$ cat config.mk
export PLATFORM = sky130hd
export DESIGN_NAME = ata_strobe_timer
export DESIGN_NICKNAME = d
export VERILOG_FILES = /design/src/rtl/ata_strobe_pkg.sv /design/src/rtl/ata_rst_sync.sv /design/src/rtl/ata_tim_decode.sv /design/src/rtl/ata_xfer_fsm.sv /design/src/rtl/ata_data_path.sv /design/src/rtl/ata_strobe_timer.sv
export SDC_FILE = /design/constraint.sdc
export NUM_CORES = 1
export LEC_CHECK = 0
export BUFFER_PORTS_ARGS = -buffer_cell sky130_fd_sc_hd__buf_2
export CORE_MARGIN = 4
export CORE_UTILIZATION = 40
export DETAILED_ROUTE_END_ITERATION = 16
export PLACE_DENSITY = 0.63
export REMOVE_ABC_BUFFERS = 1
export SYNTH_ARGS = -nofsm -noshare
export SYNTH_HDL_FRONTEND = slang
export SYNTH_SLANG_ARGS = --single-unit
export TNS_END_PERCENT = 30
$ cat constraint.sdc
create_clock -name clk -period 2 [get_ports clk]
set_clock_uncertainty 0.1 [all_clocks]
set_input_delay 0.1 -clock clk [delete_from_list [all_inputs] [get_ports clk]]
set_output_delay 0.1 -clock clk [all_outputs]
set_load 0.01 [all_outputs]
$ cat src/rtl/ata_strobe_pkg.sv
package ata_strobe_pkg;

  typedef enum logic [2:0] {
    ST_IDLE    = 3'd0,
    ST_SETUP   = 3'd1,
    ST_ACTIVE  = 3'd2,
    ST_WAIT    = 3'd3,
    ST_RECOVER = 3'd4
  } xfer_state_t;

  typedef struct packed {
    logic [2:0] act_clks;
    logic [2:0] rec_clks;
    logic       fast;
  } xfer_timing_t;

  localparam logic [2:0] ACT_BASE = 3'd5;
  localparam logic [2:0] REC_BASE = 3'd4;

endpackage

$ cat src/rtl/ata_rst_sync.sv
module ata_rst_sync (
  input  logic clk,
  input  logic rst_n_async,
  output logic rst_n_sync
);

  logic [1:0] sync_q;

  always_ff @(posedge clk or negedge rst_n_async) begin
    if (!rst_n_async) begin
      sync_q <= 2'b00;
    end else begin
      sync_q <= {sync_q[0], 1'b1};
    end
  end

  assign rst_n_sync = sync_q[1];

endmodule

$ cat src/rtl/ata_tim_decode.sv
module ata_tim_decode
  import ata_strobe_pkg::*;
(
  input  logic [7:3]   cfg,
  input  logic         is_dma,
  output xfer_timing_t timing
);

  // Codes count down from the base: larger code, shorter interval.
  always_comb begin
    timing.act_clks = ACT_BASE - {1'b0, cfg[7:6]};
    timing.rec_clks = REC_BASE - {1'b0, cfg[5:4]};
    // Bit 3 set restricts fast timing to DMA; clear gives fast timing to all.
    timing.fast     = ~cfg[3] | is_dma;
  end

endmodule

$ cat src/rtl/ata_xfer_fsm.sv
module ata_xfer_fsm
  import ata_strobe_pkg::*;
#(
  parameter int unsigned TIMEOUT_CLKS = 1024
) (
  input  logic         clk,
  input  logic         rst_n,
  input  logic         start,
  input  logic         start_write,
  input  xfer_timing_t timing_in,
  input  logic         iordy,
  output logic         busy,
  output logic         strobe_on,
  output logic         dir_write,
  output logic         data_oe,
  output logic         capture,
  output logic         done,
  output logic         timed_out
);

  localparam int unsigned CNT_W = (TIMEOUT_CLKS > 8) ? $clog2(TIMEOUT_CLKS) : 3;
  localparam logic [CNT_W-1:0] TMO_LAST = CNT_W'(TIMEOUT_CLKS - 1);

  xfer_state_t      state_q, state_d;
  logic [CNT_W-1:0] cnt_q, cnt_d;
  logic [2:0]       rec_q;
  logic             fast_q;
  logic             dir_q, dir_d;
  logic             tmo_q, tmo_d;
  logic             done_q, done_d;
  logic             strobe_q, strobe_d;
  logic             oe_q, oe_d;

  // Next-state logic
  always_comb begin
    state_d = state_q;
    cnt_d   = cnt_q;
    tmo_d   = tmo_q;
    done_d  = 1'b0;
    capture = 1'b0;
    unique case (state_q)
      ST_IDLE: begin
        if (start) begin
          state_d = ST_SETUP;
          cnt_d   = CNT_W'(timing_in.act_clks - 3'd1);
          tmo_d   = 1'b0;
        end
      end
      ST_SETUP: begin
        state_d = ST_ACTIVE;
      end
      ST_ACTIVE: begin
        if (cnt_q == '0) begin
          if (fast_q || iordy) begin
            state_d = ST_RECOVER;
            cnt_d   = CNT_W'(rec_q - 3'd1);
            capture = 1'b1;
          end else begin
            state_d = ST_WAIT;
            cnt_d   = '0;
          end
        end else begin
          cnt_d = cnt_q - CNT_W'(1);
        end
      end
      ST_WAIT: begin
        if (iordy) begin
          state_d = ST_RECOVER;
          cnt_d   = CNT_W'(rec_q - 3'd1);
          capture = 1'b1;
        end else if (cnt_q == TMO_LAST) begin
          state_d = ST_RECOVER;
          cnt_d   = CNT_W'(rec_q - 3'd1);
          capture = 1'b1;
          tmo_d   = 1'b1;
        end else begin
          cnt_d = cnt_q + CNT_W'(1);
        end
      end
      ST_RECOVER: begin
        if (cnt_q == '0) begin
          state_d = ST_IDLE;
          done_d  = 1'b1;
        end else begin
          cnt_d = cnt_q - CNT_W'(1);
        end
      end
      default: begin
        state_d = ST_IDLE;
      end
    endcase

    dir_d    = start ? start_write : dir_q;
    strobe_d = (state_d == ST_ACTIVE) || (state_d == ST_WAIT);
    oe_d     = dir_d && ((state_d == ST_SETUP) || strobe_d);
  end

  // State registers
  always_ff @(posedge clk or negedge rst_n) begin
    if (!rst_n) begin
      state_q  <= ST_IDLE;
      cnt_q    <= '0;
      tmo_q    <= 1'b0;
      done_q   <= 1'b0;
      strobe_q <= 1'b0;
      oe_q     <= 1'b0;
    end else begin
      state_q  <= state_d;
      cnt_q    <= cnt_d;
      tmo_q    <= tmo_d;
      done_q   <= done_d;
      strobe_q <= strobe_d;
      oe_q     <= oe_d;
    end
  end

  // Per-transfer attributes, loaded only on acceptance
  always_ff @(posedge clk or negedge rst_n) begin
    if (!rst_n) begin
      dir_q  <= 1'b0;
      fast_q <= 1'b0;
      rec_q  <= 3'd1;
    end else if (start) begin
      dir_q  <= start_write;
      fast_q <= timing_in.fast;
      rec_q  <= timing_in.rec_clks;
    end
  end

  assign busy      = (state_q != ST_IDLE);
  assign strobe_on = strobe_q;
  assign dir_write = dir_q;
  assign data_oe   = oe_q;
  assign done      = done_q;
  assign timed_out = tmo_q;

endmodule

$ cat src/rtl/ata_data_path.sv
module ata_data_path #(
  parameter int unsigned DATA_W = 16
) (
  input  logic              clk,
  input  logic              rst_n,
  input  logic              load_wr,
  input  logic [DATA_W-1:0] wr_in,
  input  logic              capture_en,
  input  logic              capture_rd,
  input  logic [DATA_W-1:0] bus_in,
  output logic [DATA_W-1:0] wr_out,
  output logic [DATA_W-1:0] rd_out
);

  logic [DATA_W-1:0] wr_q;
  logic [DATA_W-1:0] rd_q;
  logic              rd_en;

  assign rd_en = capture_en & capture_rd;

  always_ff @(posedge clk or negedge rst_n) begin
    if (!rst_n) begin
      wr_q <= '0;
    end else if (load_wr) begin
      wr_q <= wr_in;
    end
  end

  always_ff @(posedge clk or negedge rst_n) begin
    if (!rst_n) begin
      rd_q <= '0;
    end else if (rd_en) begin
      rd_q <= bus_in;
    end
  end

  assign wr_out = wr_q;
  assign rd_out = rd_q;

endmodule

$ cat src/rtl/ata_strobe_timer.sv
module ata_strobe_timer
  import ata_strobe_pkg::*;
#(
  parameter int unsigned DATA_W       = 16,
  parameter int unsigned TIMEOUT_CLKS = 1024
) (
  input  logic              clk,
  input  logic              rst_n,
  input  logic [7:3]        tim_cfg,
  input  logic              req_valid,
  input  logic              req_write,
  input  logic              req_dma,
  input  logic [DATA_W-1:0] wr_data,
  input  logic [DATA_W-1:0] rd_bus_in,
  input  logic              iordy,
  output logic              rd_strobe_n,
  output logic              wr_strobe_n,
  output logic [DATA_W-1:0] wr_bus_out,
  output logic              wr_bus_oe,
  output logic [DATA_W-1:0] rd_data,
  output logic              busy,
  output logic              done,
  output logic              timeout_err
);

  logic         rst_n_int;
  xfer_timing_t timing;
  logic         start;
  logic         strobe_on;
  logic         dir_write;
  logic         capture;
  logic         timed_out;

  ata_rst_sync u_rst_sync (
    .clk         (clk),
    .rst_n_async (rst_n),
    .rst_n_sync  (rst_n_int)
  );

  ata_tim_decode u_decode (
    .cfg    (tim_cfg),
    .is_dma (req_dma),
    .timing (timing)
  );

  assign start = req_valid & ~busy;

  ata_xfer_fsm #(
    .TIMEOUT_CLKS (TIMEOUT_CLKS)
  ) u_fsm (
    .clk         (clk),
    .rst_n       (rst_n_int),
    .start       (start),
    .start_write (req_write),
    .timing_in   (timing),
    .iordy       (iordy),
    .busy        (busy),
    .strobe_on   (strobe_on),
    .dir_write   (dir_write),
    .data_oe     (wr_bus_oe),
    .capture     (capture),
    .done        (done),
    .timed_out   (timed_out)
  );

  ata_data_path #(
    .DATA_W (DATA_W)
  ) u_data (
    .clk        (clk),
    .rst_n      (rst_n_int),
    .load_wr    (start),
    .wr_in      (wr_data),
    .capture_en (capture),
    .capture_rd (~dir_write),
    .bus_in     (rd_bus_in),
    .wr_out     (wr_bus_out),
    .rd_out     (rd_data)
  );

  assign rd_strobe_n = ~(strobe_on & ~dir_write);
  assign wr_strobe_n = ~(strobe_on & dir_write);
  assign timeout_err = done & timed_out;

endmodule

* Word-level counts from Yosys, hierarchy flattened
Index checks and enable logic that the tools add are counted.
** Storage, ports and cells
- Bits in writable memories :: 0
- Memories kept :: 0
- Bits in read-only memories :: 0
- Flip-flop bits (word level) :: 56
- Latch bits :: 0
- Word-level logic and storage cells :: 78
** Cells by class
- Equal/unequal tests :: 12
- Reduce and logical (&&, ||, !) cells :: 11
- Muxes and demuxes :: 26
- Add/sub/neg operators :: 6
- $mul :: 0
- Bitwise gates (word level) :: 11
- Shift operators :: 0
- $lt $le $gt $ge :: 0
- Div/mod/pow operators :: 0
** Operators with widths (count)
- $mux 10 :: 6
- $pmux 10 s4 :: 1
- $mux 3 :: 6
- $pmux 3 s5 :: 1
- $eq 3x2->1 const B :: 4
- $add 10x1->10 const B :: 1
- $eq 10x10->1 const B :: 1
- $logic_not 10->1 :: 1
- $mux 1 :: 10
- $sub 10x1->10 const B :: 1
- $sub 3x1->4 const B :: 2
- $eq 3x1->1 const B :: 2
- $ne 2x2->1 const B :: 3
- $sub 3x2->3 const A :: 2
- $and 1x1->1 :: 5
- $not 1->1 :: 5
- $pmux 1 s2 :: 2
- $reduce_and 4->1 :: 1
- $reduce_bool 4->1 :: 1
- $eq 3x3->1 const B :: 1
- $logic_not 3->1 :: 1
- $logic_or 1x1->1 :: 3
- $reduce_and 3->1 :: 1
- $reduce_bool 3->1 :: 1
- other kinds (4) :: 4

* Logic depth before layout (Yosys ltp)
Gate-level depths: netlist (run 1).
- Depth after elaboration :: 9
- Depth in mapped cells :: 9
- Gate-level depth less buffers :: 8

* By module
A second synthesis (run 1) with hierarchy kept.
** Second synthesis, totals
- Cell total of the unflattened synthesis :: 278
- Area, all modules :: 3014.1 um2
** Modules (own cells, without submodules)
- ata_xfer_fsm :: sequential area each 551.8 um2, cells an instance 194, instances 1, area an instance 1642.8 um2
- ata_data_path :: sequential area each 800.8 um2, cells an instance 68, instances 1, area an instance 1242.4 um2
- ata_rst_sync :: sequential area each 50.0 um2, cells an instance 3, instances 1, area an instance 53.8 um2
- ata_tim_decode :: sequential area each 0.0 um2, cells an instance 8, instances 1, area an instance 48.8 um2
- ata_strobe_timer :: sequential area each 0.0 um2, cells an instance 5, instances 1, area an instance 26.3 um2

* Worst setup path before layout (run 1)
Ideal clock, no wire load.
- Path kind :: flip-flop to flip-flop
- Start point :: register u_fsm.cnt_q[0]
- End point :: register u_data.rd_q[10] (netlist: u_data.rd_out[10])
- Required time :: 1775 ps
- Path buffers :: 2
- Arrival time :: 2323 ps
- Cell stages (with the launch flop) :: 10
- Slack :: -548 ps
- Cells stage by stage :: dfrtp_1 > inv_1 > ha_1 > nor4b_2 > a31oi_1 > o31a_4 > or3_1 > buf_6 > buf_12 > mux2_4
** On the way
- Cells in the longest elaborated chain, start to end :: 5
- Elaborated cells between the ends (all ways) :: 7
- Classes of those cells :: 1 x eq/ne; 4 x mux; 1 x bitwise; 1 x reduce/logical
** Ends and longest elaborated chain
- start, declared :: line ata_xfer_fsm.sv:25 : logic [CNT_W-1:0] cnt_q, cnt_d;
- start signal, assigned :: line ata_xfer_fsm.sv:109 : cnt_q <= cnt_d;
- $eq 10x10->1 :: line ata_xfer_fsm.sv:71 : end else if (cnt_q == TMO_LAST) begin
- $mux 1 :: line ata_xfer_fsm.sv:71
- $mux 1 :: line ata_xfer_fsm.sv:67 : if (iordy) begin
- $pmux 1 s2 * :: line ata_xfer_fsm.sv:41 : unique case (state_q)
- $and 1x1->1 * :: line ata_data_path.sv:19 : assign rd_en = capture_en & capture_rd;
- end signal, assigned :: line ata_data_path.sv:33 : rd_q <= bus_in;
- end, declared :: line ata_data_path.sv:16 : logic [DATA_W-1:0] rd_q;
Every way passes the cells marked *; elsewhere a longest branch is shown, timed or not.
A chain may end at the register's enable or synchronous reset.

* Worst setup path after layout (run 1)
- Start point :: register u_fsm.cnt_q[0]
- End point :: register u_data.rd_q[15] (netlist: u_data.rd_out[15])
The elaborated chain is that of the path after synthesis.

==> results.sh, run 1 <==
export IMPL_hold_path_class="primary input to register"
export IMPL_numCtsBuffers=5
export IMPL_initial_core_util_pct=41.70
export IMPL_io_buffers=80
export IMPL_place_gp_congestion=0.9002
export IMPL_rsz0062_at_grt="yes"
export IMPL_yosys_area_top_type_share_pct=47.78
export IMPL_powerDensity_mw_per_mm2=1507
export IMPL_grt_usage_pct=19.93
export IMPL_postSynthCellCount=270
export IMPL_die_w_um=92.86
export IMPL_dieArea_mm2=0.008622
export IMPL_p_leak_nw=2.068
export IMPL_crit_path_max_fanout=8
export IMPL_cp_end_kind="register"
export IMPL_synth_edff_count=0
export IMPL_layout_drive_gt1_share_pct=45.27
export IMPL_worst_pin_slew_ns=0.5351
export IMPL_fin_crit_ns=2.360
export IMPL_rows=30
export IMPL_whs_ns=0.05518
export IMPL_clock_sinks=56
export IMPL_grt_pass1_vias=2882
export IMPL_finalHoldViolations=0
export IMPL_cp_required_ns=2.09
export IMPL_crit_type="register to register"
export IMPL_diodes=0
export IMPL_ys_top_cells_by_area="dfrtp_1 (48%), mux2_2 (9.8%), mux2_4 (5.2%)"
export IMPL_synthFlopType="dfrtp_1"
export IMPL_design_core_area_mm2=0.006907
export IMPL_violations="negative setup slack"
export IMPL_synth_most_common_cell="dfrtp_1"
export IMPL_grt_pass1_wl_um=13790
export IMPL_async_flop_share_pct=100.0
export IMPL_drt_total_wl_um=8427
export IMPL_cp_cell_sequence="ha_1 -> nand3_1 -> or4_1 -> o31a_4 -> or3_4 -> clkbuf_16 -> mux2_2"
export IMPL_die_y_um=92.86
export IMPL_place_hpwl_um=5684
export IMPL_io_pins=81
export IMPL_ir_worst_vdd_mv=0.7778
export IMPL_grt_start_max_net_pins=33
export IMPL_synth_top_cell_by_area="dfrtp_1"
export IMPL_setup_viol=27
export IMPL_clkSlewWorstSetupHoldPaths_ns=0.10
export IMPL_worst_slack_ns=-0.3604
export IMPL_yosys_register_bits=56
export IMPL_htree_levels=2
export IMPL_synth_distinct_cells=50
export IMPL_crit_path_top_delay_cell="or4_1"
export IMPL_routed_via_density=5.167
export IMPL_syn_mean_instance_area_um2=10.67
export IMPL_insertion_delay_ns=0.31
export IMPL_ys_warn_count=0
export IMPL_drcViolationCount=0
export IMPL_post_route_period_util_pct=118.0
export IMPL_antenna_found_initial=0
export IMPL_arrival_ns=2.45
export IMPL_area_growth_pct=52.26
export IMPL_dr_pass1_iters=4
export IMPL_worst_slew_margin_rel_pct=64.32
export IMPL_status="finished with violations"
export IMPL_max_stage_delay_ns=0.47
export IMPL_max_freq_mhz=423.7
export IMPL_via_count=2790
export IMPL_wl_per_cell_um=15.61
export IMPL_seq_area_frac_synth_pct=48.70
export IMPL_overflow=0
export IMPL_layout_nets=492
export IMPL_synthTopCellsByCount="dfrtp_1 (55), mux2_2 (25), nor2_1 (23), a21oi_1 (17)"
export IMPL_drt_iter0_drc=113
export IMPL_detail_route_antenna_nets=0
export IMPL_clockRootBuffer="clkbuf_8"
export IMPL_cts_buffer_depth=2
export IMPL_cts_tree="done"
export IMPL_max_cap_violations=0
export IMPL_p_total_mw=6.609
export IMPL_dp_slack_ns=-0.3673
export IMPL_maxSlewViolCount=0
export IMPL_startpoint_type="register"
export IMPL_syn_area_mm2=0.002880
[stage by stage]
stage               util (%)  cell area [um^2]  std cells  TNS [ns]
floorplan                  -              2800        256    -28.34
global placement       54.40              3757        486    -5.649
detailed placement     54.40              3757        486    -7.287
CTS                    62.43              4312        535    -7.086
global route           63.50              4385        540    -9.653
finish                 63.50              4385        540    -6.973
[final timing paths]
check	startpoint	end	slack [ns]	cells past startpoint
worst max-delay path	u_fsm.cnt_q[0]$_DFFE_PN0P_	u_data.rd_out[15]$_DFFE_PN0P_	-0.36	7
worst min-delay path	iordy	u_fsm.timed_out$_DFFE_PN0P_	0.06	4
worst max register to register	u_fsm.cnt_q[0]$_DFFE_PN0P_	u_data.rd_out[15]$_DFFE_PN0P_	-0.36	7
worst min register to register	u_rst_sync.sync_q[1]$_DFF_PN0_	u_data.rd_out[1]$_DFFE_PN0P_	0.15	0
max in group asynchronous	u_rst_sync.sync_q[1]$_DFF_PN0_	u_fsm.rec_q[0]$_DFFE_PN1P_	1.02	1
min in group asynchronous	u_rst_sync.sync_q[1]$_DFF_PN0_	u_data.rd_out[1]$_DFFE_PN0P_	0.15	0
[state kept, by name, indices dropped and copies added (netlist names)]
register / cells
u_fsm.data_oe: 1
u_fsm.dir_write: 1
u_fsm.fast_q: 1
u_rst_sync.sync_q: 2
u_fsm.state_q: 3
u_data.rd_out: 16
u_fsm.strobe_on: 1
u_fsm.timed_out: 1
u_fsm.rec_q: 3
u_fsm.cnt_q: 10
u_data.wr_out: 16
u_fsm.done: 1
[cell type report]
class / instances / area (um^2)
Clock buffer: 7 / 86.33
Clock inverter: 1 / 8.758
Fill cell: 563 / 2521
Inverter: 13 / 48.80
Multi-Input combinational cell: 187 / 1421
Sequential cell: 56 / 1405
Tap cell: 96 / 120.1
Timing Repair Buffer: 180 / 1295
[power breakdown]
part | leakage [nW] | switching [mW] | internal (mW)
Clock | 0.0484 | 0.369 | 0.285
Sequential | 0.671 | 0.361 | 1.66
Combinational | 1.35 | 1.85 | 2.08
Total | 2.07 | 2.58 | 4.03
[layer usage]
layer / share of wire, % / vias to the layer above / track usage [%]
li1: - / 1321 / -
met1: 41 / 1351 / 25.57
met2: 52 / 100 / 34.01
met3: 5.4 / 18 / 3.981
met4: 2.1 / 0 / 5.739
met5: 0 / - / 0
[repair_timing]
action | 4_1_cts | 5_1_grt
gates cloned | 0 | 1
hold buffers | 39 | 0
pin swaps | 1 | 4
endpoints found under the hold margin | 38 | 0
buffers inserted | 2 | 4
resized for setup | 11 | 8
setup endpoints to repair | 28 | 29
[worst max-delay path: cells and delay by family, from the launching register on]
family	cells	cell delay [ns]
multiplexers	1	0.28
AND/OR/NAND/NOR	3	0.96
flip-flops	1	0.40
adder cells (fa/ha/maj)	1	0.18
AO/OA/AOI/OAI	1	0.14
buffers and inverters	1	0.18
[cell families (layout without fill, tap and decap cells)]
family / after synthesis / count (layout) / share of synthesized area (%)
other: 1 / 1 / 0.1302
and+or+nand+nor: 82 / 82 / 14.77
xor gates and xnor gates: 2 / 2 / 0.6083
buffers and inverters: 27 / 201 / 4.474
adders and majority gates: 6 / 6 / 2.606
muxes: 35 / 35 / 14.99
AOI/OAI and AO/OA: 61 / 61 / 13.73
DFF: 56 / 56 / 48.70
[layout by cell type, fill, tap and decap left out, drive strengths merged, types with 2 or more instances in the layout]
cell type    instances
and2                 4
nand2b               5
mux2                35
buf                140
nand2               16
inv                 13
nor3                 6
ha                   6
o22ai                3
o221ai               3
a31oi                4
a211oi               5
or3                  5
xnor2                2
dfrtp               55
nor4                 2
clkbuf               8
o21ai               16
a21o                 2
nor2                23
nand4                2
nand3                8
or4                  2
dlygate4sd3         39
and4                 2
a221o                2
a21oi               17
Power figures use the tool's default switching activity.
==> inputs of run 2 (changes only) <==
--- a/config.mk
+++ b/config.mk
@@ -6,10 +6,9 @@
 export NUM_CORES = 1
 export LEC_CHECK = 0
 export BUFFER_PORTS_ARGS = -buffer_cell sky130_fd_sc_hd__buf_2
-export CORE_MARGIN = 4
-export CORE_UTILIZATION = 40
+export CORE_UTILIZATION = 45
 export DETAILED_ROUTE_END_ITERATION = 16
-export PLACE_DENSITY = 0.63
+export PLACE_DENSITY = 0.69
 export REMOVE_ABC_BUFFERS = 1
 export SYNTH_ARGS = -nofsm -noshare
 export SYNTH_HDL_FRONTEND = slang
==> run 2 against run 1 <==
  * Hold slack lost 0.018 ns
  * Largest power group unchanged
  * The flow still finishes with violations (negative setup slack)
  * Via count down 2.9%
  * Routed wire length shrank 3.8%
  * First-iteration DRC count rose by 24%
==> results.sh, run 2 (synthesized netlist as in run 1, its figures left out) <==
export IMPL_fillers=425
export IMPL_htree_levels=2
export IMPL_grt_pass1_wl_um=13030
export IMPL_arrival_ns=2.44
export IMPL_dieArea_mm2=0.006725
export IMPL_wl_per_cell_um=15.83
export IMPL_rsz0062_at_grt="yes"
export IMPL_grt_start_max_net_pins=30
export IMPL_area_growth_pct=50.91
export IMPL_fin_crit_ns=2.323
export IMPL_powerDensity_mw_per_mm2=1495
export IMPL_layout_common_cells="buf_2 (80), dfrtp_1 (54), buf_4 (49), dlygate4sd3_1 (39), mux2_2 (24)"
export IMPL_clockRootBuffer="clkbuf_8"
export IMPL_startpoint="u_fsm.cnt_q[1]$_DFFE_PN0P_"
export IMPL_p_leak_nw=2.049
export IMPL_io_buffers=80
export IMPL_grt_pass1_vias=2770
export IMPL_grt_usage_pct=26.34
export IMPL_status="finished with violations"
export IMPL_crit_path_max_fanout=8
export IMPL_detail_route_antenna_nets=0
export IMPL_die_w_um=82.01
export IMPL_cp_required_ns=2.12
export IMPL_crit_type="register to register"
export IMPL_startpoint_type="register"
export IMPL_setup_viol=25
export IMPL_cts_buffer_depth=2
export IMPL_layout_nets=485
export IMPL_drcViolationCount=0
export IMPL_place_hpwl_um=5153
export IMPL_final_util_pct=71.72
export IMPL_insertion_delay_ns=0.32
export IMPL_post_route_period_util_pct=116.2
export IMPL_initial_core_util_pct=47.52
export IMPL_dr_pass1_iters=4
export IMPL_rows=28
export IMPL_hold_path_class="primary input to register"
export IMPL_maxSlewViolCount=0
export IMPL_ir_worst_vdd_mv=1.020
export IMPL_max_cap_violations=0
export IMPL_diodes=0
export IMPL_cts_tree="done"
export IMPL_drt_iter0_drc=140
export IMPL_violations="negative setup slack"
export IMPL_crit_path_top_delay_cell="dfrtp_1"
export IMPL_max_stage_delay_ns=0.42
export IMPL_layout_drive_gt1_share_pct=45.08
export IMPL_dp_slack_ns=-0.3761
export IMPL_hp_start="iordy"
export IMPL_die_y_um=82.01
export IMPL_seq_area_mm2=0.001404
export IMPL_place_gp_congestion=0.8792
export IMPL_drt_total_wl_um=8106
export IMPL_multi_input_area_mm2=0.001443
export IMPL_numCtsBuffers=5
export IMPL_final_common_cell="buf_2"
export IMPL_setup_tns_ns=-5.599
export IMPL_worst_slack_ns=-0.3232
export IMPL_antenna_found_initial=0
export IMPL_clkSlewWorstSetupHoldPaths_ns=0.11
export IMPL_max_freq_mhz=430.4
export IMPL_design_core_area_mm2=0.006061
export IMPL_finalHoldViolations=0
export IMPL_clock_sinks=56
export IMPL_cp_end_kind="register"
export IMPL_cp_cell_sequence="inv_2 -> ha_4 -> nor4b_4 -> a31oi_2 -> o31a_4 -> or3_4 -> clkbuf_16 -> mux2_4"
export IMPL_routed_via_density=5.289
export IMPL_via_count=2708
export IMPL_io_pins=81
export IMPL_overflow=0
export IMPL_r2r_start="u_fsm.cnt_q[1]$_DFFE_PN0P_"
-- run 2: per-stage QoR --
| stage | total power [mW] | area, um^2 | instances | hold slack (ns) |
|---|---|---|---|---|
| 2_1_floorplan | 3.859 | 2800 | 256 | -0.2956 |
| 4_1_cts | 6.296 | 4264 | 508 | 0.03038 |
| 5_1_grt | 6.949 | 4347 | 512 | 0.06035 |
| 6_report | 6.499 | 4347 | 512 | 0.03696 |
| 3_5_place_dp | 5.406 | 3699 | 459 | -0.2121 |
| 3_3_place_gp | 5.320 | 3699 | 459 | -0.2131 |
-- run 2: what timing repair did --
action                                  in CTS  in global routing
gates resized for setup                     14                  9
gates cloned                                 0                  1
buffers inserted                             2                  3
endpoints found under the setup margin      27                 27
hold endpoints to repair                    38                  0
pin swaps                                    3                  7
hold buffers                                39                  0
-- run 2: power by group --
group	total [mW]	switching, mW	internal, mW	leakage, nW
clock	0.684	0.419	0.265	0.0515
sequential	2.01	0.350	1.66	0.673
combinational	3.80	1.82	1.98	1.32
-- run 2: area by class of cell --
type / instances / share of cell area, %
multi-input cells: 187 / 33.19
flip-flops and latches: 56 / 32.30
repair buffers: 173 / 28.87
well taps: 75 / 2.159
clock buffers: 5 / 1.583
inverters: 13 / 1.123
clock inverters: 3 / 0.7772
-- run 2: worst paths after layout --
check,to,slack (ns),depth (start not counted)
max in group asynchronous,u_rst_sync.sync_q[1]$_DFF_PN0_,1.13,3
min,u_fsm.timed_out$_DFFE_PN0P_,0.04,4
min reg2reg,u_data.rd_out[2]$_DFFE_PN0P_,0.08,0
min in group asynchronous,u_data.rd_out[2]$_DFFE_PN0P_,0.08,0
max reg2reg,u_data.rd_out[13]$_DFFE_PN0P_,-0.32,8
max,u_data.rd_out[13]$_DFFE_PN0P_,-0.32,8
-- run 2: worst max-delay path: cells and delay by family, from the launching register on --
family	cells	cell delay (ns)
buffers and inverters	2	0.27
adders and majority gates	1	0.12
DFF	1	0.42
AOI/OAI and AO/OA	2	0.43
and+or+nand+nor	2	0.58
muxes	1	0.30
-- run 2: routing by layer --
metal  GRT usage, %  wire length [um]  vias to the layer above
li1               -                 -                     1295
met1          31.40              3377                     1286
met2          46.78              4145                      103
met3          4.778               355                       24
met4          10.00               228                        0
met5              0                 0                        -
==> inputs of run 3 (changes only) <==
--- a/config.mk
+++ b/config.mk
@@ -8,7 +8,7 @@
 export BUFFER_PORTS_ARGS = -buffer_cell sky130_fd_sc_hd__buf_2
 export CORE_UTILIZATION = 45
 export DETAILED_ROUTE_END_ITERATION = 16
-export PLACE_DENSITY = 0.69
+export PLACE_DENSITY = 0.7
 export REMOVE_ABC_BUFFERS = 1
 export SYNTH_ARGS = -nofsm -noshare
 export SYNTH_HDL_FRONTEND = slang
==> run 3 against run 2 <==
  * The flow still finishes with violations (negative setup slack)
  * Non-clock buffer count fell by 6
  * Via count rose by 2.4%
  * Final cell count fell by 1.2%
  * Global-route usage fell by 1.5 points
  * Clock-buffer cell count did not move
  * Total power fell by 1.3%
  * First-iteration DRC count rose by 53%
  * Flip-flop and latch count did not move
  * Sequential power barely moved
  * Design area fell by 0.92%
  * Clock power fell by 4.1%
  * Combinational power fell by 1%
  * Critical endpoint is now u_data.rd_out[6]$_DFFE_PN0P_
==> results.sh, run 3 (synthesized netlist as in run 1, its figures left out) <==
export IMPL_reg2reg_depth=8
export IMPL_r2r_end="u_data.rd_out[6]$_DFFE_PN0P_"
export IMPL_layout_drive_gt1_share_pct=45.01
export IMPL_cp_required_ns=2.11
export IMPL_busiest_layer="met2"
export IMPL_crit_path_top_delay_cell="or4_4"
export IMPL_initial_core_util_pct=47.52
export IMPL_insertion_delay_ns=0.32
export IMPL_seq_area_mm2=0.001405
export IMPL_place_gp_congestion=0.9178
export IMPL_startpoint="u_fsm.cnt_q[0]$_DFFE_PN0P_"
export IMPL_reg2reg_slack_ns=-0.33
export IMPL_multi_input_area_mm2=0.001449
export IMPL_clockRootBuffer="clkbuf_8"
export IMPL_hold_path_class="primary input to register"
export IMPL_max_cap_violations=0
export IMPL_grt_pass1_vias=2776
export IMPL_p_leak_nw=2.008
export IMPL_arrival_ns=2.44
export IMPL_clkSlewWorstSetupHoldPaths_ns=0.10
export IMPL_rows=28
export IMPL_wl_per_cell_um=15.43
export IMPL_via_count=2772
export IMPL_design_core_area_mm2=0.006061
export IMPL_cp_cell_sequence="buf_6 -> ha_4 -> nand3_1 -> or4_4 -> o31a_4 -> or3_4 -> clkbuf_16 -> mux2_4"
export IMPL_drt_iter0_drc=214
export IMPL_max_freq_mhz=428.7
export IMPL_ir_worst_vdd_mv=0.9243
export IMPL_layout_nets=479
export IMPL_setup_viol=25
export IMPL_crit_type="register to register"
export IMPL_use_met3_pct=4.667
export IMPL_dieArea_mm2=0.006725
export IMPL_diodes=0
export IMPL_max_stage_delay_ns=0.43
export IMPL_fillers=424
export IMPL_r2r_start="u_fsm.cnt_q[0]$_DFFE_PN0P_"
export IMPL_dr_pass1_iters=6
export IMPL_area_growth_pct=49.52
export IMPL_io_pins=81
export IMPL_status="finished with violations"
export IMPL_worst_slack_ns=-0.3328
export IMPL_setup_tns_ns=-6.131
export IMPL_dp_cells=456
export IMPL_fin_crit_ns=2.333
export IMPL_layout_common_cells="buf_2 (80), dfrtp_1 (53), buf_4 (42), dlygate4sd3_1 (38), mux2_2 (25)"
export IMPL_final_common_cell="buf_2"
export IMPL_cts_tree="done"
export IMPL_finalNonFillerCells=506
export IMPL_htree_levels=2
export IMPL_grt_usage_pct=24.88
export IMPL_use_met1_pct=28.59
export IMPL_io_buffers=80
export IMPL_clock_sinks=56
export IMPL_powerDensity_mw_per_mm2=1489
export IMPL_worst_pin_slew_ns=0.5416
export IMPL_die_y_um=82.01
export IMPL_startpoint_type="register"
export IMPL_cp_end_kind="register"
export IMPL_grt_start_max_net_pins=33
export IMPL_endpoint="u_data.rd_out[6]$_DFFE_PN0P_"
export IMPL_post_route_period_util_pct=116.6
export IMPL_antenna_found_initial=0
export IMPL_grtUsageMet2_pct=45.29
export IMPL_crit_path_max_fanout=8
export IMPL_drcViolationCount=0
export IMPL_die_w_um=82.01
export IMPL_maxSlewViolCount=0
export IMPL_worst_slew_margin_rel_pct=63.90
export IMPL_grt_pass1_wl_um=12600
export IMPL_place_hpwl_um=5004
export IMPL_drt_total_wl_um=7809
export IMPL_finalHoldViolations=0
export IMPL_cts_buffer_depth=2
export IMPL_routed_via_density=5.478
export IMPL_detail_route_antenna_nets=0
export IMPL_rsz0062_at_grt="yes"
export IMPL_overflow=0
export IMPL_numCtsBuffers=5
export IMPL_violations="negative setup slack"
run 3: how the worst min path moves through the flow:
stage / from / slack (ns) / endpoint / depth (start not counted)
global placement: rst_n / -0.21 / u_rst_sync.sync_q[0]$_DFF_PN0_ / 1
floorplan: rst_n / -0.30 / u_rst_sync.sync_q[0]$_DFF_PN0_ / 0
detailed placement: rst_n / -0.21 / u_rst_sync.sync_q[0]$_DFF_PN0_ / 1
CTS: tim_cfg[6] / 0.003 / u_fsm.cnt_q[0]$_DFFE_PN0P_ / 3
global route: tim_cfg[6] / 0.05 / u_fsm.cnt_q[0]$_DFFE_PN0P_ / 3
finish: tim_cfg[6] / 0.03 / u_fsm.cnt_q[0]$_DFFE_PN0P_ / 3
run 3: what timing repair did:
item                       in CTS  in global routing
setup endpoints to repair      27                 27
buffers inserted                1                  2
hold endpoints to repair       37                  0
gates resized for setup        12                 15
pin swaps                       1                  4
hold buffers                   38                  0
gates cloned                    0                  1
run 3: cell type report:
| type | instances | share of cell area, % |
|---|---|---|
| repair buffers | 167 | 28.21 |
| inverters | 13 | 1.133 |
| well taps | 75 | 2.179 |
| multi-input cells | 187 | 33.64 |
| flip-flops and latches | 56 | 32.63 |
| clock inverters | 3 | 0.6101 |
| clock buffers | 5 | 1.598 |
run 3: routing by layer:
metal | part of all wire, % | up-vias
met4 | 2.4 | 0
li1 | - | 1290
met1 | 41 | 1344
met5 | 0 | -
met3 | 4.9 | 18
met2 | 51 | 120
run 3: power breakdown:
part           switching, mW  internal, mW
logic                   1.81          1.94
registers              0.343          1.66
clock network          0.400         0.256
total                   2.55          3.86
run 3: worst max-delay path, delay by kind of cell (launching register included):
kind / cells / cell delay, ns
buf+inv: 2 / 0.30
simple gates: 3 / 0.90
mux: 1 / 0.29
flops: 1 / 0.39
compound gates: 1 / 0.13
fa+ha+maj: 1 / 0.13
run 3: metrics by stage:
| stage | total power, mW | utilization, % | hold slack [ns] | instance area, um^2 | setup slack [ns] |
|---|---|---|---|---|---|
| 6_report | 6.412 | 71.06 | 0.02647 | 4307 | -0.3328 |
| 5_1_grt | 6.851 | 71.06 | 0.05092 | 4307 | -0.3902 |
| 4_1_cts | 6.208 | 69.57 | 0.002700 | 4217 | -0.3253 |
| 3_5_place_dp | 5.345 | 60.65 | -0.2113 | 3676 | -0.4640 |
| 3_3_place_gp | 5.269 | 60.65 | -0.2130 | 3676 | -0.3688 |
| 2_1_floorplan | 3.859 | - | -0.2956 | 2800 | -0.8857 |
